`src/rtl/hd_collision_ctrl.sv`:
```
module hd_collision_ctrl #(
  parameter int DATA_W        = 4,
  parameter int BYTE_W        = 11,
  parameter int JAM_BITS      = 32,
  parameter int SLOT_BITS     = 512,
  parameter int LATE_BYTES    = 64,
  parameter int MAX_ATTEMPTS  = 16,
  parameter int BACKOFF_LIMIT = 10,
  parameter logic [15:0] LFSR_SEED = 16'hACE1
) (
  input  logic              clk,
  input  logic              rst_n,
  input  logic              bit_tick,
  input  logic              tx_active,
  input  logic              collision,
  input  logic              preamble_active,
  input  logic [BYTE_W-1:0] bytes_sent,
  input  logic              frame_done,
  output logic              jam_active,
  output logic [DATA_W-1:0] jam_data,
  output logic              retry_request,
  output logic              backoff_done,
  output logic              late_collision_error,
  output logic              excessive_retry_error
);
  localparam int JAM_CW  = $clog2(JAM_BITS);
  localparam int SLOT_CW = $clog2(SLOT_BITS);
  localparam int ATT_W   = $clog2(MAX_ATTEMPTS + 1);
  localparam int R_W     = BACKOFF_LIMIT;

  typedef enum logic [1:0] {S_IDLE, S_HOLD, S_JAM, S_WAIT} st_t;

  st_t               st;
  logic [JAM_CW-1:0] jam_cnt;
  logic [SLOT_CW-1:0] slot_cnt;
  logic [R_W-1:0]    slots_left;
  logic [ATT_W-1:0]  attempts;
  logic              late_q;
  logic [15:0]       lfsr;

  logic [ATT_W-1:0]  att_inc;
  logic [ATT_W-1:0]  win_exp;
  logic [R_W-1:0]    win_mask;
  logic              give_up;
  logic              jam_last;

  assign att_inc  = attempts + ATT_W'(1);
  assign give_up  = (att_inc == ATT_W'(MAX_ATTEMPTS));
  assign win_exp  = (att_inc > ATT_W'(BACKOFF_LIMIT)) ? ATT_W'(BACKOFF_LIMIT) : att_inc;
  assign win_mask = R_W'((32'd1 << win_exp) - 32'd1);
  assign jam_last = (jam_cnt == JAM_CW'(JAM_BITS - 1));

  assign jam_active = (st == S_JAM);
  assign jam_data   = {DATA_W{jam_active}};

  always_ff @(posedge clk) begin
    if (!rst_n) begin
      st                    <= S_IDLE;
      jam_cnt               <= '0;
      slot_cnt              <= '0;
      slots_left            <= '0;
      attempts              <= '0;
      late_q                <= 1'b0;
      lfsr                  <= LFSR_SEED;
      retry_request         <= 1'b0;
      backoff_done          <= 1'b0;
      late_collision_error  <= 1'b0;
      excessive_retry_error <= 1'b0;
    end else begin
      lfsr                  <= {1'b0, lfsr[15:1]} ^ (lfsr[0] ? 16'hB400 : 16'h0000);
      retry_request         <= 1'b0;
      backoff_done          <= 1'b0;
      late_collision_error  <= 1'b0;
      excessive_retry_error <= 1'b0;
      if (bit_tick) begin
        case (st)
          S_IDLE: begin
            if (tx_active && collision) begin
              late_q  <= (bytes_sent >= BYTE_W'(LATE_BYTES));
              jam_cnt <= '0;
              st      <= preamble_active ? S_HOLD : S_JAM;
            end else if (frame_done) begin
              attempts <= '0;
            end
          end
          S_HOLD: begin
            if (!preamble_active) st <= S_JAM;
          end
          S_JAM: begin
            if (!jam_last) begin
              jam_cnt <= jam_cnt + JAM_CW'(1);
            end else if (late_q) begin
              late_collision_error <= 1'b1;
              attempts             <= '0;
              st                   <= S_IDLE;
            end else if (give_up) begin
              excessive_retry_error <= 1'b1;
              attempts              <= '0;
              st                    <= S_IDLE;
            end else begin
              retry_request <= 1'b1;
              attempts      <= att_inc;
              slots_left    <= lfsr[R_W-1:0] & win_mask;
              slot_cnt      <= '0;
              st            <= S_WAIT;
            end
          end
          S_WAIT: begin
            if (slots_left == '0) begin
              backoff_done <= 1'b1;
              st           <= S_IDLE;
            end else if (slot_cnt == SLOT_CW'(SLOT_BITS - 1)) begin
              slot_cnt   <= '0;
              slots_left <= slots_left - R_W'(1);
            end else begin
              slot_cnt <= slot_cnt + SLOT_CW'(1);
            end
          end
          default: st <= S_IDLE;
        endcase
      end
    end
  end
endmodule

```
`config.mk`:
```
export PLATFORM = sky130hd
export DESIGN_NAME = hd_collision_ctrl
export DESIGN_NICKNAME = d
export VERILOG_FILES = /design/src/rtl/hd_collision_ctrl.sv
export SDC_FILE = /design/constraint.sdc
export NUM_CORES = 1
export LEC_CHECK = 0
export BUFFER_PORTS_ARGS = -buffer_cell sky130_fd_sc_hd__buf_2
export CELL_PAD_IN_SITES_DETAIL_PLACEMENT = 0
export CELL_PAD_IN_SITES_GLOBAL_PLACEMENT = 1
export CORE_UTILIZATION = 47
export CTS_CLUSTER_SIZE = 12
export DETAILED_ROUTE_END_ITERATION = 12
export PLACE_DENSITY_LB_ADDON = 0.2
export SLEW_MARGIN = 10
export SYNTH_ARGS = -nofsm -noshare
export SYNTH_HDL_FRONTEND = slang
export SYNTH_SLANG_ARGS = --single-unit
```
`constraint.sdc`:
```
create_clock -name clk -period 4.6 [get_ports clk]
set_input_delay 0.46 -clock clk [delete_from_list [all_inputs] [get_ports clk]]
set_output_delay 0.46 -clock clk [all_outputs]
set_load 0.05 [all_outputs]
```
==> results of run 1 <==
-- power by group through the flow --
stage               sequential (mW)  clock [mW]  combinational (mW)
finish                        0.474       0.326              0.0847
floorplan                     0.479           0              0.0756
detailed placement            0.484           0              0.0844
global route                  0.477       0.354              0.0936
global placement              0.484           0              0.0847
CTS                           0.474       0.333              0.0851
-- layout by cell type (no fill, tap or decap), drive strengths merged, types with 3 or more instances in the layout --
cell type / synthesis / final
nand3b: 3 / 3
nor3: 11 / 11
a211oi: 5 / 5
o211ai: 3 / 3
and3: 7 / 7
buf: 13 / 20
and2: 9 / 9
inv: 6 / 7
xor2: 10 / 10
nand3: 13 / 13
o22ai: 3 / 3
clkbuf: 9 / 5
o21ai: 17 / 17
ha: 8 / 8
nor2: 44 / 44
a31oi: 3 / 3
dfxtp: 52 / 52
nand2: 28 / 28
nand4: 9 / 9
a21oi: 22 / 22
mux2i: 4 / 4
or2: 3 / 3
or3: 3 / 3
xnor2: 6 / 6
nand2b: 11 / 11
-- worst paths after layout --
check                                              start                    endpoint  slack [ps]
worst max-delay path            attempts[0]$_SDFFE_PN0P_  slots_left[6]$_SDFFE_PN0P_        1230
worst min-delay path                 lfsr[12]$_SDFF_PN0_         lfsr[11]$_SDFF_PN1_         420
worst max register to register  attempts[0]$_SDFFE_PN0P_  slots_left[6]$_SDFFE_PN0P_        1230
worst min register to register       lfsr[12]$_SDFF_PN0_         lfsr[11]$_SDFF_PN1_         420
-- final cells by class --
class | count | area, sq um | area share
multi-input combinational | 244 | 1460 | 0.515
timing repair buffer | 20 | 100 | 0.0354
inverter | 7 | 26.3 | 0.00929
tap | 70 | 87.6 | 0.0310
sequential | 52 | 1040 | 0.368
clock inverter | 3 | 46.3 | 0.0164
clock buffer | 5 | 68.8 | 0.0243
-- flip-flops by register name, summed over array words and instances, names as in the netlist --
signal and cells:
attempts 5, backoff_done 1, excessive_retry_error 1, jam_cnt 5, late_collision_error 1, late_q 1
lfsr 16, retry_request 1, slot_cnt 9, slots_left 10, st 2
-- kinds of logic after synthesis --
group,Yosys count,synth area share
mux,4,0.0151
flops,52,0.393
buf+inv,29,0.0558
compound gates,68,0.169
xor+xnor,16,0.0530
simple gates,148,0.276
fa+ha+maj,8,0.0378
-- layer usage --
layer  vias up  wire length, um  track usage
met2        46             2350        0.309
met3         7              212       0.0381
met1      1029             2830        0.268
li1       1155                -            -
met4         0               63       0.0623
met5         -                0            0
-- synth_stat cells, types with 4 or more instances --
cell type / count / share of area
and3_1: 7 / 0.017
xor2_1: 10 / 0.033
mux2i_1: 4 / 0.015
nand4_1: 9 / 0.021
nand3_1: 13 / 0.025
nor3_1: 11 / 0.021
nand2_1: 27 / 0.038
clkbuf_1: 9 / 0.013
nor2_1: 44 / 0.062
dfxtp_1: 52 / 0.39
xnor2_1: 6 / 0.020
nand2b_1: 11 / 0.026
buf_2: 4 / 0.0076
ha_1: 8 / 0.038
buf_4: 7 / 0.020
and2_1: 9 / 0.021
a21oi_1: 22 / 0.042
o21ai_0: 13 / 0.025
inv_1: 6 / 0.0085
-- critical path, cell delays in order (launching register included) --
cell     delay [ps]
dfxtp_1         610
ha_1            280
and2_1          290
a21oi_1         140
o31a_1          310
or3b_2          460
ha_1            320
o41a_1          150
o41ai_1         110
o32a_1          250
o22ai_1          70
a31oi_1         200
o21ai_1          80
==> summary.md, run 1 <==
| Metric | Value |
|---|---|
| Core area | `~0.0053 sq mm` |
| Final WS setup | `1230 ps` |
| Total track usage | `0.196` |
| Synthesized area | `0.00265 sq mm` |
| Syn Inst Count | `approximately 330` |
| CTS-repair resized insts | `0` |
| Max VDD drop | `roughly 160 uV` |
| First-pass GRT wire length | `roughly 9000 um` |
| WP data required | `4810 ps` |
| Largest net degree at the start of global routing | `31` |
| Post-route ant nets | `0` |
| Post-CTS Hold Buffers | `0` |
| Grt total ovfl | `0` |
| Io pins | `27` |
| R2R cell count | `12` |
| Synth Area per Inst | `slightly above 8 sq um` |
| DR WL/cell | `roughly 14 um` |
| Final period demand of the worst path | `~3400 ps` |
| Post-placement cell count | `slightly below 400` |
| Antenna Cells | `0` |
| Clk network pwr share | `0.369` |
| P per Cell Area | `313 mW/mm^2` |
| Top FF cell, synth | `dfxtp_1` |
| Row cnt | `26` |
| CTS tree | `done` |
| Cell area after layout | `~0.0028 sq mm` |
| Ys async rst share | `0` |
| Layout cells sized above 1 | `0.115` |
| Clock skew | `between 10 and 15 ps` |
| Synth warn | `0` |
| Post-CTS Setup Repair Bufs | `0` |
| Setup TNS | `0 ps` |
| Sw power | `around 0.23 mW` |
| Hold slack final | `about 420 ps` |
| Synth-to-Final Area Change | `6.86%` |
| Antenna violations before repair | `0` |
| First-pass iteration count of the detailed router | `4` |
| Register area share after synthesis | `0.393` |
| DIE HEIGHT | `around 77 um` |
| Pwr Total | `between 0.8 and 0.9 mW` |
| Fin. Hold Viols | `0` |
| Via density | `approximately 5.6` |
| Die area | `between 0.005 and 0.006 sq mm` |
| Max-slew violations | `0` |
| Slew headroom | `0.380` |
| Initial Util | `0.502` |
| Setup WS pre-CTS | `1280 ps` |
| Max-cap violation count | `0` |
| Switching part of the total | `0.259` |
| Synth cell types | `53` |
| Startpoint types | `flip-flop` |
| Peak Freq | `roughly 300 MHz` |
| Min-delay worst type | `flip-flop to flip-flop` |
| I/O Buffers | `20` |
| Outcome | `completed` |
| CP Capture Type | `flip-flop` |
| Fillers | `approximately 530` |
| Kind of critical path | `flip-flop to flip-flop` |
| Final Util | `0.537` |
| First DRT Iteration DRCs | `about 120` |
| Clock slew at reported path FFs | `100 ps` |
| Drt total wl | `5460 um` |
| Non-filler instance count after layout | `401` |
| Pleak | `between 1 and 1.5 nW` |
| Vias in the first global route | `a little over 2000` |
| Gate power share | `0.096` |
| RePlAce Congestion | `0.828` |
| Critical Path AT | `roughly 3600 ps` |
| Root Buffer Master | `clkbuf_8` |
| Clk buf depth | `2` |
| Fin nets | `between 300 and 400` |
| Remaining DRCs | `0` |
| Post-DP HPWL | `roughly 3800 um` |
| Yosys reg bits | `52` |
| RSZ-0062 raised after global routing | `no` |
| Worst Max-Slew Pin Slew | `928 ps` |
| Clock sinks | `52` |
| Vias | `between 2000 and 2500` |
| Final setup vio count | `0` |
| Final period utilization | `0.733` |
| Number of synthesized flops with an enable pin | `0` |
| Pint | `between 0.6 and 0.7 mW` |
| Syn nets | `approximately 350` |
| H-tree depth | `2` |
| Placed Instance Area | `~0.0027 sq mm` |
| CTS Buf Count | `5` |
| Hold Path Cell Cnt | `1` |
| Worst-Skew Late Latency | `310 ps` |
| Seq pwr share | `0.536` |
| Critical-path maximum fanout | `13` |
| Die Wd | `77.0 um` |
Note: power is estimated with default switching activity, not from simulation.
==> inputs of run 2 (changes only) <==
Settings changed: CORE_UTILIZATION 47 to 44.
Clock period 4.6 ns to 3.43 ns, I/O delays scaled along.
==> summary.md, run 2 (synthesis gave the netlist of run 1 again) <==
| Metric | Value |
|---|---|
| Outcome | `completed (unchanged)` |
| Gate power share | `0.098 (was 0.096)` |
| CTS tree | `done (unchanged)` |
| Max-slew violations | `0 (unchanged)` |
| Row cnt | `27 (was 26)` |
| Clock skew | `6.97 ps (was 10.4 ps)` |
| Setup TNS | `0 ps (unchanged)` |
| CTS Buf Count | `5 (unchanged)` |
| Core area | `0.00564 sq mm (was 0.00527 sq mm)` |
| Placed Instance Area | `0.00275 sq mm (was 0.00271 sq mm)` |
| Fin nets | `360 (was 356)` |
| Post-CTS Setup Repair Bufs | `0 (unchanged)` |
| Critical Path AT | `3220 ps (was 3580 ps)` |
| Final setup vio count | `0 (unchanged)` |
| Layout cells sized above 1 | `0.122 (was 0.115)` |
| Initial Util | `0.469 (was 0.502)` |
| Most frequent cells in the layout | `dfxtp_1 (52), nor2_1 (44), nand2_1 (27) (unchanged)` |
| Clk network pwr share | `0.360 (was 0.369)` |
| First-pass GRT wire length | `9760 um (was 9250 um)` |
| Largest register FFs | `16 (unchanged)` |
| Vias | `2211 (was 2237)` |
| DIE HEIGHT | `79.6 um (was 77.0 um)` |
| Final period demand of the worst path | `3020 ps (was 3370 ps)` |
| Worst Max-Slew Pin Slew | `646 ps (was 928 ps)` |
| Max-cap violation count | `0 (unchanged)` |
| Slew headroom | `0.567 (was 0.380)` |
| P per Cell Area | `411 mW/mm^2 (was 313 mW/mm^2)` |
| CTS-repair resized insts | `0 (unchanged)` |
| Post-CTS Hold Buffers | `0 (unchanged)` |
| DR WL/cell | `13.7 um (was 13.6 um)` |
| Total track usage | `0.196 (about the same)` |
| Max VDD drop | `208 uV (was 162 uV)` |
| Clk buf depth | `2 (unchanged)` |
| RSZ-0062 raised after global routing | `no (unchanged)` |
| Io pins | `27 (unchanged)` |
| Final period utilization | `0.880 (was 0.733)` |
| I/O Buffers | `20 (unchanged)` |
| Switching part of the total | `0.252 (was 0.259)` |
| Grt total ovfl | `0 (unchanged)` |
| Kind of critical path | `flip-flop to flip-flop (unchanged)` |
| Cell area after layout | `0.00285 sq mm (was 0.00283 sq mm)` |
| WP data required | `3630 ps (was 4810 ps)` |
| Commonest non-fill, non-tap cell in the layout | `dfxtp_1 (unchanged)` |
| First DRT Iteration DRCs | `138 (was 122)` |
| Fillers | `543 (was 532)` |
| Antenna Cells | `0 (unchanged)` |
| RePlAce Congestion | `0.767 (was 0.828)` |
| Largest net degree at the start of global routing | `30 (was 31)` |
| Remaining DRCs | `0 (unchanged)` |
| Vias in the first global route | `2001 (was 2011)` |
| Startpoint types | `flip-flop (unchanged)` |
| Worst-Skew Late Latency | `300 ps (was 310 ps)` |
| Seq pwr share | `0.541 (was 0.536)` |
| Via density | `5.43 (was 5.58)` |
| CP Capture Type | `flip-flop (unchanged)` |
| Final Util | `0.506 (was 0.537)` |
| Biggest regs | `lfsr (16), slots_left (10), slot_cnt (9) (unchanged)` |
| Root Buffer Master | `clkbuf_8 (unchanged)` |
| Die Wd | `79.6 um (was 77.0 um)` |
| Largest Register | `lfsr (unchanged)` |
| Post-DP HPWL | `3840 um (was 3760 um)` |
| Peak Freq | `331 MHz (was 296 MHz)` |
| Pleak | `1.10 nW (was 1.08 nW)` |
| Post-route ant nets | `0 (unchanged)` |
| Clock sinks | `52 (unchanged)` |
| Fin. Hold Viols | `0 (unchanged)` |
| H-tree depth | `2 (unchanged)` |
| First-pass iteration count of the detailed router | `4 (unchanged)` |
| Synth-to-Final Area Change | `7.80% (was 6.86%)` |
| Pint | `0.876 mW (was 0.655 mW)` |
| Antenna violations before repair | `0 (unchanged)` |
| Sw power | `0.295 mW (was 0.230 mW)` |
| Critical-path maximum fanout | `8 (was 13)` |
| Die area | `0.00633 sq mm (was 0.00593 sq mm)` |
| Min-delay worst type | `primary input to flip-flop (was flip-flop to flip-flop)` |
| Clock slew at reported path FFs | `100 ps (about the same)` |
| Drt total wl | `5580 um (was 5460 um)` |
## run 2: cell types whose count changed in the layout (fill, tap and decap cells not counted)
cell,before,now
inv_6,1,0
clkinvlp_4,1,0
clkinv_2,0,1
clkbuf_1,0,1
buf_4,0,4
## run 2: layer usage
layer	GRT usage	vias up	wire length, um
li1	-	1158	-
met1	0.276	1006	2940
met2	0.297	39	2360
met3	0.0400	8	193
met4	0.0636	0	91
met5	0	-	0
## run 2: final cells by class
class | count | area (sq um) | area share
timing repair buffer | 24 | 130 | 0.0456
multi-input combinational | 244 | 1460 | 0.511
inverter | 7 | 26.3 | 0.00921
clock inverter | 2 | 35.0 | 0.0123
clock buffer | 6 | 72.6 | 0.0254
tap | 72 | 90.1 | 0.0316
sequential | 52 | 1040 | 0.365
## run 2: path summary, 6_finish.rpt
path	startpoint	to	slack, ps	cells past startpoint
worst min-delay path	bit_tick	backoff_done$_SDFF_PN0_	320	3
worst max-delay path	attempts[1]$_SDFFE_PN0P_	slots_left[6]$_SDFFE_PN0P_	410	12
worst min register to register	lfsr[12]$_SDFF_PN0_	lfsr[11]$_SDFF_PN1_	420	1
worst max register to register	attempts[1]$_SDFFE_PN0P_	slots_left[6]$_SDFFE_PN0P_	410	12
## run 2: power by group through the flow
| stage | registers [mW] | logic [mW] | clock network, mW |
|---|---|---|---|
| floorplan | 0.642 | 0.101 | 0 |
| global placement | 0.649 | 0.115 | 0 |
| detailed placement | 0.649 | 0.116 | 0 |
| CTS | 0.635 | 0.116 | 0.436 |
| global route | 0.638 | 0.130 | 0.459 |
| finish | 0.634 | 0.115 | 0.422 |
## run 2: per-stage QoR
| stage | power, mW | setup slack [ps] | std cells | hold slack, ps |
|---|---|---|---|---|
| finish | 1.17 | 412 | 407 | 321 |
| global route | 1.23 | 174 | 407 | 330 |
| CTS | 1.19 | 408 | 407 | 319 |
| detailed placement | 0.765 | 424 | 399 | 403 |
| global placement | 0.764 | 453 | 399 | 389 |
| floorplan | 0.743 | 528 | 325 | 386 |
## run 2: critical path, stage by stage, from the launching register on
cell     delay, ps
dfxtp_1        440
ha_1           240
nand2_1        100
or3_1          340
o31a_1         170
or3b_2         460
ha_1           320
o41a_1         150
o41ai_1        110
o32a_1         240
o22ai_1         70
a31oi_1        190
o21ai_1         70
==> inputs of run 3 (changes only) <==
Settings changed: CORE_UTILIZATION 44 to 39.
Clock period 3.43 ns to 2.7 ns, I/O delays scaled along.
==> summary.md, run 3 (synthesis gave the netlist of run 1 again) <==
| Metric | Value |
|---|---|
| Layout cells sized above 1 | `0.178 (was 0.122)` |
| Post-CTS Hold Buffers | `0 (unchanged)` |
| Hold_sp | `bit_tick (unchanged)` |
| Critical-path maximum fanout | `5 (was 8)` |
| Critical Path AT | `2830 ps (was 3220 ps)` |
| Peak Freq | `386 MHz (was 331 MHz)` |
| Core area | `0.00646 sq mm (was 0.00564 sq mm)` |
| Clock slew at reported path FFs | `100 ps (about the same)` |
| Most frequent cells in the layout | `dfxtp_1 (50), nor2_1 (44), nand2_1 (27) (was dfxtp_1 (52), nor2_1 (44), nand2_1 (27))` |
| Global-route track usage on met2 | `0.265 (was 0.297)` |
| Pleak | `1.16 nW (was 1.10 nW)` |
| Die area | `0.00712 sq mm (was 0.00633 sq mm)` |
| R2R cell count | `13 (was 12)` |
| Worst-Skew Late Latency | `310 ps (was 300 ps)` |
| Biggest regs | `lfsr (16), slots_left (10), slot_cnt (9) (unchanged)` |
| Worst Max-Slew Pin Slew | `637 ps (was 646 ps)` |
| Antenna violations before repair | `0 (unchanged)` |
| First DRT Iteration DRCs | `112 (was 138)` |
| RePlAce Congestion | `0.806 (was 0.767)` |
| Most Crowded Layer GR | `met2 (unchanged)` |
| Largest register FFs | `16 (unchanged)` |
| Flop2flop setup slack | `110 ps (was 410 ps)` |
| First-pass iteration count of the detailed router | `10 (was 4)` |
| First-pass GRT wire length | `9850 um (was 9760 um)` |
| DIE HEIGHT | `84.4 um (was 79.6 um)` |
| Crit path from | `attempts[0]$_SDFFE_PN0P_ (was attempts[1]$_SDFFE_PN0P_)` |
| Critical path endpoint | `slots_left[8]$_SDFFE_PN0P_ (was slots_left[6]$_SDFFE_PN0P_)` |
| Root Buffer Master | `clkbuf_8 (unchanged)` |
| Clock sinks | `52 (unchanged)` |
| Met3 Track Usage GR | `0.0334 (was 0.0400)` |
| Final setup vio count | `0 (unchanged)` |
| Vias | `2314 (was 2211)` |
| Io pins | `27 (unchanged)` |
| CTS tree | `done (unchanged)` |
| Clock skew | `5.04 ps (was 6.97 ps)` |
| Total track usage | `0.171 (was 0.196)` |
| Non-filler instance count after layout | `425 (was 407)` |
| P per Cell Area | `473 mW/mm^2 (was 411 mW/mm^2)` |
| Min-delay worst type | `primary input to flip-flop (unchanged)` |
| I/O Buffers | `20 (unchanged)` |
| CTS Buf Count | `5 (unchanged)` |
| Placed Instance Area | `0.00285 sq mm (was 0.00275 sq mm)` |
| Startpoint types | `flip-flop (unchanged)` |
| RR Endpoint | `slots_left[8]$_SDFFE_PN0P_ (was slots_left[6]$_SDFFE_PN0P_)` |
| Outcome | `complete, but fails checks (was completed)` |
| Slew headroom | `0.574 (was 0.567)` |
| Post-route ant nets | `0 (unchanged)` |
| Cell area after layout | `0.00300 sq mm (was 0.00285 sq mm)` |
| Clk buf depth | `2 (unchanged)` |
| Max-cap violation count | `0 (unchanged)` |
| Setup WS pre-CTS | `26.6 ps (was 424 ps)` |
| Largest Register | `lfsr (unchanged)` |
| Kind of critical path | `flip-flop to flip-flop (unchanged)` |
| Grt total ovfl | `0 (unchanged)` |
| Final period utilization | `0.959 (was 0.880)` |
| DR WL/cell | `13.8 um (was 13.7 um)` |
| Max-slew violations | `0 (unchanged)` |
| CP Capture Type | `flip-flop (unchanged)` |
| Remaining DRCs | `1 (was 0)` |
| Failing checks | `design-rule violations` |
| Final period demand of the worst path | `2590 ps (was 3020 ps)` |
| WP data required | `2940 ps (was 3630 ps)` |
| Met1 usage | `0.244 (was 0.276)` |
| Row cnt | `29 (was 27)` |
| Initial Util | `0.410 (was 0.469)` |
| Vias in the first global route | `2081 (was 2001)` |
| Die Wd | `84.4 um (was 79.6 um)` |
| Fin nets | `373 (was 360)` |
| Drt total wl | `5870 um (was 5580 um)` |
| Via density | `5.44 (was 5.43)` |
| Synth-to-Final Area Change | `13.3% (was 7.80%)` |
| Antenna Cells | `0 (unchanged)` |
| Fin. Hold Viols | `0 (unchanged)` |
| H-tree depth | `2 (unchanged)` |
| Post-DP HPWL | `4180 um (was 3840 um)` |
| FF-to-FF Start | `attempts[0]$_SDFFE_PN0P_ (was attempts[1]$_SDFFE_PN0P_)` |
| Largest net degree at the start of global routing | `30 (unchanged)` |
| Final WS setup | `111 ps (was 412 ps)` |
| Final Util | `0.464 (was 0.506)` |
| Post-placement cell count | `415 (was 399)` |
| Max VDD drop | `263 uV (was 208 uV)` |
| Commonest non-fill, non-tap cell in the layout | `dfxtp_1 (unchanged)` |
[run 3: cell type report]
cell class / count / area, sq um
clock inverters: 2 / 16.3
flip-flops and latches: 52 / 1050
repair buffers: 37 / 228
fillers: 672 / 3460
well taps: 77 / 96.3
clock buffers: 6 / 72.6
multi-input cells: 244 / 1510
inverters: 7 / 26.3
[run 3: worst min path at each step]
stage / to / slack (ps) / cells after the start
after floorplan: lfsr[11]$_SDFF_PN1_ / 390 / 1
after global placement: lfsr[11]$_SDFF_PN1_ / 400 / 1
after detailed placement: lfsr[11]$_SDFF_PN1_ / 400 / 1
after CTS: backoff_done$_SDFF_PN0_ / 260 / 3
after global routing: backoff_done$_SDFF_PN0_ / 270 / 3
final: backoff_done$_SDFF_PN0_ / 270 / 3
[run 3: routing by layer]
metal  vias up  routed length (um)
li1       1182                   -
met1      1081                2920
met2        42                2610
met3         9                 250
met4         0                  91
met5         -                   0
[run 3: critical path: stages (launching register included)]
cell,delay (ps)
dfxtp_4,380
ha_4,150
nand2_1,70
or3_1,400
o31a_1,140
buf_4,160
or2_4,260
ha_4,180
buf_4,150
nor3_2,180
mux2i_1,100
a21oi_1,200
a221oi_2,60
o22ai_1,110
[run 3: power by group]
group	internal [mW]	switching, mW	total [mW]
logic	0.0550	0.101	0.156
clock network	0.185	0.271	0.456
registers	0.787	0.0193	0.806
total	1.03	0.392	1.42
[run 3: what timing repair did]
item / in CTS / in global routing
setup buffers: 0 / 2
hold endpoints to repair: 0 / 0
endpoints found under the setup margin: 0 / 3
gates resized for setup: 0 / 8
[run 3: through the flow]
stage	hold slack, ps	setup TNS (ps)	total power, mW
floorplan	386	0	0.943
global placement	399	0	0.977
detailed placement	404	0	0.976
CTS	256	0	1.43
global route	269	-3.80	1.48
finish	273	0	1.42
